**config.mk**
```make
export PLATFORM = sky130hd
export DESIGN_NAME = pretrig_sched
export DESIGN_NICKNAME = d
export VERILOG_FILES = /design/src/rtl/pretrig_sched.sv
export SDC_FILE = /design/constraint.sdc
export NUM_CORES = 1
export LEC_CHECK = 0
export BUFFER_PORTS_ARGS = -buffer_cell sky130_fd_sc_hd__buf_2
export CAP_MARGIN = 0
export CELL_PAD_IN_SITES_DETAIL_PLACEMENT = 1
export CELL_PAD_IN_SITES_GLOBAL_PLACEMENT = 1
export CORE_AREA = 2 2 199 201
export CTS_BUF_LIST = sky130_fd_sc_hd__clkbuf_16
export DETAILED_ROUTE_END_ITERATION = 6
export DIE_AREA = 0 0 201 203
export PLACE_DENSITY = 0.8
export REMOVE_ABC_BUFFERS = 1
export SLEW_MARGIN = 25
export SYNTH_ARGS = -nofsm -noshare
export SYNTH_HDL_FRONTEND = slang
export SYNTH_SLANG_ARGS = --single-unit
```
**constraint.sdc**
```tcl
create_clock -name clk -period 5.75 [get_ports clk]
set_clock_uncertainty 0.15 [all_clocks]
set_input_delay 1.15 -clock clk [delete_from_list [all_inputs] [get_ports clk]]
set_output_delay 1.15 -clock clk [all_outputs]
set_load 0.1 [all_outputs]
```
**src/rtl/pretrig_sched.sv**
```systemverilog
module pretrig_sched #(
  parameter int LANES  = 8,
  parameter int CW     = 16,
  parameter int ADDR_W = 4
) (
  input  logic              clk,
  input  logic              rst_n,
  input  logic              trig_in,
  input  logic [LANES-1:0]  cc_in,
  input  logic              wr_en,
  input  logic [ADDR_W-1:0] addr,
  input  logic [31:0]       wdata,
  output logic [31:0]       rdata,
  output logic [LANES-1:0]  pretrig,
  output logic              irq_flag
);

  logic irq_en, wrap, load_ok, sw_sel, running, trig_q;
  logic [CW-1:0] cnt, modv, idly_h, idly;
  logic [LANES-1:0] en, tos, bb, cc_q, hit, fire;
  logic [CW-1:0] dly_h [LANES];
  logic [CW-1:0] dly   [LANES];

  wire wr_ctrl = wr_en && addr == ADDR_W'(0);
  wire ev      = (sw_sel && wr_ctrl && wdata[4]) || (!sw_sel && trig_in && !trig_q);
  wire at_end  = running && cnt == modv;
  wire restart = ev || (at_end && wrap);
  wire load    = !running || (load_ok && restart);

  wire [LANES-1:0] cc_rise = cc_in & ~cc_q;
  wire [LANES-1:0] chain   = {cc_rise[LANES-2:0], cc_rise[LANES-1]};

  always_comb
    for (int i = 0; i < LANES; i++)
      hit[i] = running && !ev && tos[i] && cnt == dly[i];

  assign fire = en & ((ev ? ~tos : '0) | hit | (bb & chain));

  always_ff @(posedge clk) begin
    if (!rst_n) begin
      cnt <= '0; running <= 1'b0; trig_q <= 1'b0; cc_q <= '0;
      pretrig <= '0; irq_flag <= 1'b0;
    end else begin
      trig_q  <= trig_in;
      cc_q    <= cc_in;
      pretrig <= fire;
      if (ev) begin
        cnt <= '0; running <= 1'b1;
      end else if (at_end) begin
        if (wrap) cnt <= '0;
        else running <= 1'b0;
      end else if (running) cnt <= cnt + 1'b1;
      if (running && !ev && irq_en && cnt == idly) irq_flag <= 1'b1;
      else if (wr_ctrl && wdata[8]) irq_flag <= 1'b0;
    end
  end

  always_ff @(posedge clk) begin
    if (!rst_n) begin
      irq_en <= 1'b0; wrap <= 1'b0; load_ok <= 1'b0; sw_sel <= 1'b0;
      modv <= '0; idly_h <= '0; idly <= '0; en <= '0; tos <= '0; bb <= '0;
      for (int i = 0; i < LANES; i++) begin dly_h[i] <= '0; dly[i] <= '0; end
    end else begin
      if (load) begin
        idly <= idly_h;
        for (int i = 0; i < LANES; i++) dly[i] <= dly_h[i];
      end
      if (wr_ctrl) begin
        irq_en <= wdata[0]; wrap <= wdata[1]; sw_sel <= wdata[3];
        load_ok <= wdata[2] || (load_ok && !restart);
      end else if (restart) load_ok <= 1'b0;
      if (wr_en && addr == ADDR_W'(1)) modv <= wdata[CW-1:0];
      if (wr_en && addr == ADDR_W'(2)) idly_h <= wdata[CW-1:0];
      if (wr_en && addr == ADDR_W'(3)) begin
        en <= wdata[0 +: LANES]; tos <= wdata[8 +: LANES]; bb <= wdata[16 +: LANES];
      end
      for (int i = 0; i < LANES; i++)
        if (wr_en && addr == ADDR_W'(4 + i)) dly_h[i] <= wdata[CW-1:0];
    end
  end

  always_comb begin
    rdata = '0;
    case (addr)
      ADDR_W'(0): rdata[9:0] = {running, irq_flag, 4'b0, sw_sel, load_ok, wrap, irq_en};
      ADDR_W'(1): rdata[CW-1:0] = modv;
      ADDR_W'(2): rdata[CW-1:0] = idly;
      ADDR_W'(3): begin
        rdata[0 +: LANES] = en; rdata[8 +: LANES] = tos; rdata[16 +: LANES] = bb;
      end
      default:
        for (int i = 0; i < LANES; i++)
          if (addr == ADDR_W'(4 + i)) rdata[CW-1:0] = dly[i];
    endcase
  end

  p_bypass_pulse_r2: assert property (@(posedge clk) disable iff (!rst_n)
    ev |=> ((pretrig & $past(en & ~tos)) == $past(en & ~tos)));

  p_enable_gate_r5: assert property (@(posedge clk) disable iff (!rst_n)
    (pretrig & ~$past(en)) == '0);

  p_irq_match_r7: assert property (@(posedge clk) disable iff (!rst_n)
    (running && !ev && irq_en && cnt == idly) |=> irq_flag);

  p_stop_at_mod_r9: assert property (@(posedge clk) disable iff (!rst_n)
    (at_end && !wrap && !ev) |=> !running);

  p_restart_zero_r10: assert property (@(posedge clk) disable iff (!rst_n)
    ev |=> (running && cnt == '0));

  p_hold_effective_r8: assert property (@(posedge clk) disable iff (!rst_n)
    (running && !restart) |=> $stable(idly));

endmodule

```
**After elaboration in Yosys (flattened, before gate mapping)**

Memories as Yosys holds them, arrays and structs flattened.
Index checks and enable logic that the tools add are counted.

- Register bits: 111
- Bits in writable memories: 256
- Input bits: 48
- Output and inout port bits: 41
- Word-level logic and storage cells: 189
- Memories kept: 2

- $add $sub $neg: 1
- Equal/unequal tests: 23
- Multiplexer cells: 66
- Bitwise logic cells: 24
- Reductions and logical operators: 57

Memories:

| memory | words | width | rd ports | clocked after memory_dff | wr ports | line | text |
|---|---|---|---|---|---|---|---|
| dly | 8 | 16 | 8 | 0 | 8 | 22 | `logic [CW-1:0] dly [LANES];` |
| dly_h | 8 | 16 | 8 | 0 | 8 | 21 | `logic [CW-1:0] dly_h [LANES];` |

Operators with widths:

| operator | count |
|---|---|
| 16-bit two-way mux | 27 |
| 16-bit == test | 10 |
| 1-bit logical AND | 40 |
| 10-bit one-hot mux with 4 select lines | 1 |
| 1-bit two-way mux | 35 |
| 8-bit bitwise AND | 3 |
| 6-bit one-hot mux with 4 select lines | 1 |
| 16-bit by 1-bit adder with 16-bit output, second input constant | 1 |
| 4-bit by 3-bit == test with 1-bit output, second input constant | 4 |
| 4-bit == test, second input constant | 4 |
| 8-bit two-way mux | 2 |
| 8-bit inverter | 2 |
| 1-bit OR | 16 |
| 8-bit OR | 2 |
| 4-bit by 2-bit == test with 1-bit output, second input constant | 2 |
| 2-bit nonzero test | 4 |
| 1-bit logical NOT | 5 |
| 4-bit by 1-bit == test with 1-bit output, second input constant | 1 |
| 4-bit logical NOT | 1 |
| 1-bit logical OR | 4 |
| 2-bit AND reduction | 2 |
| 2-bit by 1-bit inequality test with 1-bit output, second input constant | 1 |
| 2-bit inequality test, second input constant | 1 |
| 2-bit OR reduction | 1 |
| 1-bit inverter | 1 |

**Depth between registers and ports, before layout**

Gate-level depths: netlist of the first run.

- Word-level depth: 12
- Gate-level depth with buffers: 9
- Mapped depth without buffers: 6

**Worst setup path before layout of the first run**

OpenSTA, ideal clock, no wires.

- Path type: input -> register
- From: input addr[2]
- To: memory dly[0][0] (enable)
- Library setup time: 0.491 ns
- Data arrival time: 5.079 ns
- Required time: 5.109 ns
- Slack: 0.030 ns
- Stages on the path: 8
- Path buffers: 3
- Cell sequence: buf_2 > nor4_4 > a21oi_1 > o21ai_1 > a31oi_1 > buf_6 > buf_6 > nand2_1

RTL lines:

| element | line | text |
|---|---|---|
| start, declared | 11 | `input logic [ADDR_W-1:0] addr,` |
| end, declared | 22 |  |

**Worst setup path after layout of the first run**

- From: input addr[0]
- To: output rdata[0]

- Word-level cells in the longest chain between the ends: 10
- Elaborated cells on any way between the ends: 21
- Those cells by class: 11 x eq/ne; 9 x mux; 1 x reduce/logical

Ends and longest elaborated chain:

| element | line | text |
|---|---|---|
| 4-bit by 3-bit == test with 1-bit output | 93 | `if (addr == ADDR_W'(4 + i)) rdata[CW-1:0] = dly[i];` |
| 16-bit two-way mux (8 in a row) | 93 |  |
| 10-bit one-hot mux with 4 select lines * | 84 | `case (addr)` |
| end, declared | 13 | `output logic [31:0] rdata,` |

Every way passes the cells marked *; elsewhere a longest branch is shown, timed or not.

==> flow_metrics.tcl, run 1 <==
set metrics [dict create \
    hold_path_end "idly[15]" \
    synth_edf_count 256 \
    async_reset_ff_share_pct 0 \
    critPathArrivalTime_ns 3.71 \
    crit_family "buffers and inverters" \
    die_w_um 201 \
    diodes 0 \
    drcViolationCount 0 \
    cts_root_buffer "clkbuf_16" \
    gp_congestion 0.955 \
    crit_top_cell "buf_2" \
    synthCells 1556 \
    crit_slowest_cell "buf_2" \
    routed_wl_mm 56.6 \
    synthFlopType "edfxtp_1" \
    syn2layout_area_growth_pct 13.5 \
    power.leakage_nw 8.25 \
    period_needed_ns 5.01 \
    yosysWarnings 0 \
    drtPass1Iterations 5 \
    tns_ns 0 \
    grt_pass1_wl_mm 84.6 \
    fin_nets 1643 \
    cts_hold_repair.buffers 0 \
    r2r_end "dly[1][60]" \
    hold-worst-slack_ns 0.306 \
    ant_nets 0 \
    grt_pass1_vias 13323 \
    port_buffers 72 \
    synth_seq_area_share_pct 57.6 \
    numClockSinks 367 \
    antenna_found_initial 2 \
    htree_levels 2 \
    rr_worst_depth 8 \
    post-route-util_pct 50.7 \
    yosysUniqueCellTypes 51 \
    cp_num_cells 7 \
    die_height_um 203 \
    end_kind "output pin" \
    cts_resized 0 \
    dp_hpwl_mm 37.9 \
    dp.cells 2068 \
    r2r_start "cnt[11]" \
    die_area_um2 40800 \
    hold_depth 2 \
    pin_count 89 \
    layout-drive-gt1-share_pct 13.6 \
    crit_path_cell_trace "buf_2 > buf_12 > inv_1 > nand2_1 > nor2_1 > o32ai_1 > buf_2" \
    ir_worst_vdd_mv 0.190 \
    via_per_inst 6.03 \
    critical_path_class "input pin to output pin" \
    cts_max_path_buffers 3 \
    critical_path.max_fanout 35 \
    worstHoldPathType "register to register" \
    finalCritPeriodShare_pct 87.1 \
    ys_seq_elements 367 \
    worstMarginPinSlew_ns 1.09 \
    synth_area_um2 17200 \
    rsz0062_at_grt "false" \
    reg2reg_slack_ns 1.82 \
    worstHoldStart "idly_h[15]" \
    slew_viol_final 0 \
    required_ns 4.45 \
    startpoint_type "input pin" \
    cpPeakStageDelay_ns 0.53 \
    fin_cells 2142 \
    status "finished clean" \
    slew_headroom_pct 27.4 \
    core.rowCount 72 \
    clk-insertion-delay-late_ns 0.57 \
    drt_iter0_drc 1620 \
    hold_viol 0 \
    core_area_um2 38500 \
    initial_core_util_pct 44.7 \
    grt_start_max_net_pins 72 \
    fin_total_pwr_mw 6.31 \
    drv_cap 0 \
    setup_viol 0 \
    cts_buffers 41 \
    cts_tree "done" \
    fmaxAchievable_mhz 200 \
    track_usage_pct 27.8 \
    cp.buffers_inverters 4 \
    post_cts_buffers 0 \
    avgRoutedWirePerCell_um 26.4 \
    clkTransAtPathRegs_ns 0.06 \
    overflow 0 \
    route.vias.total 12922 \
    power.density_nw_per_um2 324 \
    avgSynthCellArea_um2 11.1 \
]
-- layout by cell type (no fill, tap or decap), types with 5 or more instances in the layout --
cell and instances:
and2_1 45, and3_1 109, mux2_2 18, a211o_1 7, xor2_1 151, edfxtp_1 256, nand2_1 196, o211a_1 8
nand3_1 33, a32o_1 5, mux2i_1 38, a21oi_1 94, nand3b_1 8, nor4_1 30, nor2_1 121, dfxtp_1 111
clkinv_1 14, nor2b_1 12, mux4_2 20, o22ai_1 11, nand4_1 8, a221oi_1 9, xnor2_1 9, o21ai_0 27
o221ai_1 6, o211ai_1 14, nor3_1 19, clkbuf_16 43, buf_12 15, buf_2 60, buf_4 42, conb_1 8
inv_1 27
-- cell usage after synthesis (3+ instances only) --
library cell    n  area share, %
clkbuf_2        4           0.12
nand4_1         8           0.29
nand3_1        34           0.99
nand2_1       197            4.3
edfxtp_1      256             45
and2_1         45            1.6
buf_2          19           0.55
mux2_2         18            1.2
nor3_1         20           0.58
o21ai_0        28           0.81
clkbuf_1       73            1.6
o211a_1         8           0.47
a32o_1          5           0.29
a211o_1         7           0.36
inv_1          22           0.48
a221oi_1        9           0.46
a22oi_1         3           0.13
a21oi_1        94            2.7
a31oi_1         5           0.18
and3_1        110            4.0
buf_6           3           0.20
o211ai_1       14           0.61
nor2b_1        12           0.44
buf_4          11           0.48
xnor2_1         9           0.46
nor2_1        121            2.6
mux4_2         20            2.6
nor4_1         30            1.1
mux2i_1        38            2.2
dfxtp_1       111             13
o221ai_1        6           0.31
nand3b_1        8           0.35
nand2b_1        3           0.11
buf_1          20           0.44
o31ai_1         3           0.13
xor2_1        151            7.7
o22ai_1        11           0.40
-- per-stage QoR --
stage / cell area [um^2] / setup WS, ns
floorplan: 16600 / -1.50
global placement: 18200 / 0.900
detailed placement: 18200 / 0.862
CTS: 19500 / 0.823
global route: 19500 / 0.743
finish: 19500 / 0.740
-- area by class of cell --
cell class,count,area (um^2)
Clock buffer,43,1080
Fill cell,4108,18900
Inverter,23,86.3
Clock inverter,30,200
Timing Repair Buffer,118,927
Tap cell,518,648
Sequential cell,367,9910
Multi-Input combinational cell,1043,6670
-- worst min-delay path: cells and delay by family (launching register included) --
kind | cells | cell delay [ns]
simple gates | 1 | 0.05
mux | 1 | 0.05
flops | 1 | 0.31
-- worst max path at each step --
stage / start / end
finish: addr[0] / rdata[0]
floorplan: wr_en / dly[0][0]
detailed placement: addr[0] / rdata[2]
CTS: addr[0] / rdata[2]
global route: addr[0] / rdata[2]
global placement: addr[0] / rdata[2]
-- cells by family after synthesis --
| logic type | synth area share, % |
|---|---|
| AND/OR/NAND/NOR | 17.0 |
| flip-flops | 57.6 |
| AO/OA/AOI/OAI | 7.24 |
| XOR/XNOR | 8.15 |
| buffers and inverters | 3.88 |
| multiplexers | 6.01 |
| adder cells (fa/ha/maj) | 0.0728 |
| other | 0.0218 |
-- metal layers --
metal  part of all wire [%]  up-vias  wire length, um  GRT usage [%]
li1                       -     5582                -              -
met1                     39     6479            22000           36.5
met2                     47      704            26400           44.8
met3                    9.8      157             5540           4.90
met4                    4.7        0             2660           13.3
met5                      0        -                0              0
-- power breakdown --
part	switching, mW	total [mW]	internal [mW]
clock	1.09	2.54	1.44
sequential	0.0991	3.10	3.00
combinational	0.471	0.679	0.207
-- flip-flops by register name, summed over array words and instances (netlist names), 8 cells and up --
register  cells
cc_q          8
idly_h       16
pretrig       8
en            8
cnt          16
dly_h       128
dly         128
bb            8
modv         16
idly         16
tos           8
Note: power is estimated with default switching activity, not from simulation.
==> run 2, diff against run 1 <==
--- a/config.mk
+++ b/config.mk
@@ -14,7 +14,6 @@
 export DETAILED_ROUTE_END_ITERATION = 6
 export DIE_AREA = 0 0 201 203
 export PLACE_DENSITY = 0.8
-export REMOVE_ABC_BUFFERS = 1
 export SLEW_MARGIN = 25
 export SYNTH_ARGS = -nofsm -noshare
 export SYNTH_HDL_FRONTEND = slang
==> run 2 against run 1 <==
Sequential share of layout area barely moved. Non-clock buffer count down 4. Critical path depth fell by 2. Worst hold slack got worse by 0.0012 ns. Cell count is 0.19% lower. Count of clock-buffer cells in the layout rose by 1. Largest cell class unchanged. Largest power group unchanged. Power up 0.63%.
==> flow_metrics.tcl, run 2 (same netlist as run 1, synthesis figures left out) <==
set metrics [dict create \
    status "finished clean" \
    die_height_um 203 \
    reg_top3 "dly: 128 flops, dly_h: 128 flops" \
    overflow 0 \
    fin_nets 1639 \
    grt_start_max_net_pins 97 \
    core.rowCount 72 \
    worstHoldPathType "register to register" \
    period_needed_ns 4.91 \
    via_per_inst 6.00 \
    setup_slack_ns 0.838 \
    post_cts_buffers 0 \
    initial_core_util_pct 44.7 \
    syn2layout_area_growth_pct 13.4 \
    setup_viol 0 \
    finalCritPeriodShare_pct 85.4 \
    critical_path_class "input pin to output pin" \
    diodes 0 \
    layout-drive-gt1-share_pct 13.3 \
    end_kind "output pin" \
    fmaxAchievable_mhz 204 \
    required_ns 4.45 \
    grt_pass1_wl_mm 84.7 \
    crit_path_cell_trace "buf_2 > and2_1 > a31oi_1 > o32ai_1 > buf_2" \
    die_area_um2 40800 \
    clkTransAtPathRegs_ns 0.06 \
    antenna_found_initial 0 \
    pin_count 89 \
    cts_max_path_buffers 3 \
    critPathArrivalTime_ns 3.61 \
    power.density_nw_per_um2 326 \
    die_w_um 201 \
    core_area_um2 38500 \
    critical_path.max_fanout 20 \
    rsz0062_at_grt "false" \
    avgRoutedWirePerCell_um 27.1 \
    crit_slowest_cell "and2_1" \
    cpPeakStageDelay_ns 0.77 \
    route.vias.total 12827 \
    cts_root_buffer "clkbuf_16" \
    drtPass1Iterations 5 \
    grt_pass1_vias 13108 \
    drcViolationCount 0 \
    htree_levels 2 \
    numClockSinks 367 \
    gp_congestion 0.951 \
    drv_cap 0 \
    cts_resized 0 \
    slew_headroom_pct 30.7 \
    drt_iter0_drc 1660 \
    layout_common_cells "edfxtp_1, nand2_1, xor2_1" \
    slew_viol_final 0 \
    tns_ns 0 \
    worstMarginPinSlew_ns 1.04 \
    pre_cts_slack_ns 0.982 \
    final_common_cell "edfxtp_1" \
    cts_hold_repair.buffers 0 \
    cts_buffers 41 \
    crit_top_cell "buf_2" \
    hold_viol 0 \
    dp_hpwl_mm 39.0 \
    routed_wl_mm 58.0 \
    startpoint_type "input pin" \
    ant_nets 0 \
    cts_tree "done" \
    track_usage_pct 28.3 \
    power.leakage_nw 8.25 \
    port_buffers 72 \
    ir_worst_vdd_mv 0.209 \
    clk-insertion-delay-late_ns 0.57 \
]
## run 2: cell types whose count changed in the layout (fill, tap and decap cells not counted), sizes merged
cell	before	now
bufinv	2	3
clkinv	18	14
clkinvlp	0	2
clkbuf	43	44
buf	118	114
## run 2: metrics by stage
step / power [mW] / hold WS, ns / cell area [um^2] / util (%) / cells
2_1_floorplan: 3.55 / 0.285 / 17200 / - / 1563
3_3_place_gp: 3.78 / 0.293 / 18200 / 47.3 / 2064
3_5_place_dp: 3.82 / 0.298 / 18200 / 47.3 / 2064
4_1_cts: 6.37 / 0.306 / 19500 / 50.7 / 2137
5_1_grt: 6.52 / 0.332 / 19500 / 50.7 / 2138
6_report: 6.35 / 0.305 / 19500 / 50.7 / 2138
## run 2: worst paths after layout
check	from	to	slack, ns	depth (start not counted)
setup reg to reg	cnt[13]	dly[1][59]	1.84	6
hold reg to reg	idly_h[8]	idly_h[8]	0.31	2
setup / recovery	addr[0]	rdata[0]	0.84	5
hold / removal	idly_h[8]	idly_h[8]	0.31	2
## run 2: final cells by class
class / count / area, um^2
fillers: 4098 / 19000
flip-flops and latches: 367 / 9910
multi-input cells: 1043 / 6670
clock buffers: 44 / 1100
repair buffers: 114 / 885
well taps: 518 / 648
clock inverters: 29 / 208
inverters: 23 / 86.3
## run 2: layer usage
layer / vias to the layer above / wire length, um / GRT usage (%)
li1: 5572 / - / -
met1: 6423 / 22800 / 35.7
met2: 653 / 26400 / 45.1
met3: 179 / 5060 / 5.99
met4: 0 / 3730 / 16.7
met5: - / 0 / 0
## run 2: power breakdown
group	switching, mW	internal, mW
combinational	0.462	0.204
sequential	0.116	3.00
clock	1.06	1.51
## run 2: critical path, delay by kind of cell
| family | cells | cell delay, ns |
|---|---|---|
| AOI/OAI and AO/OA | 2 | 0.66 |
| buffers and inverters | 2 | 1.03 |
| and+or+nand+nor | 1 | 0.77 |
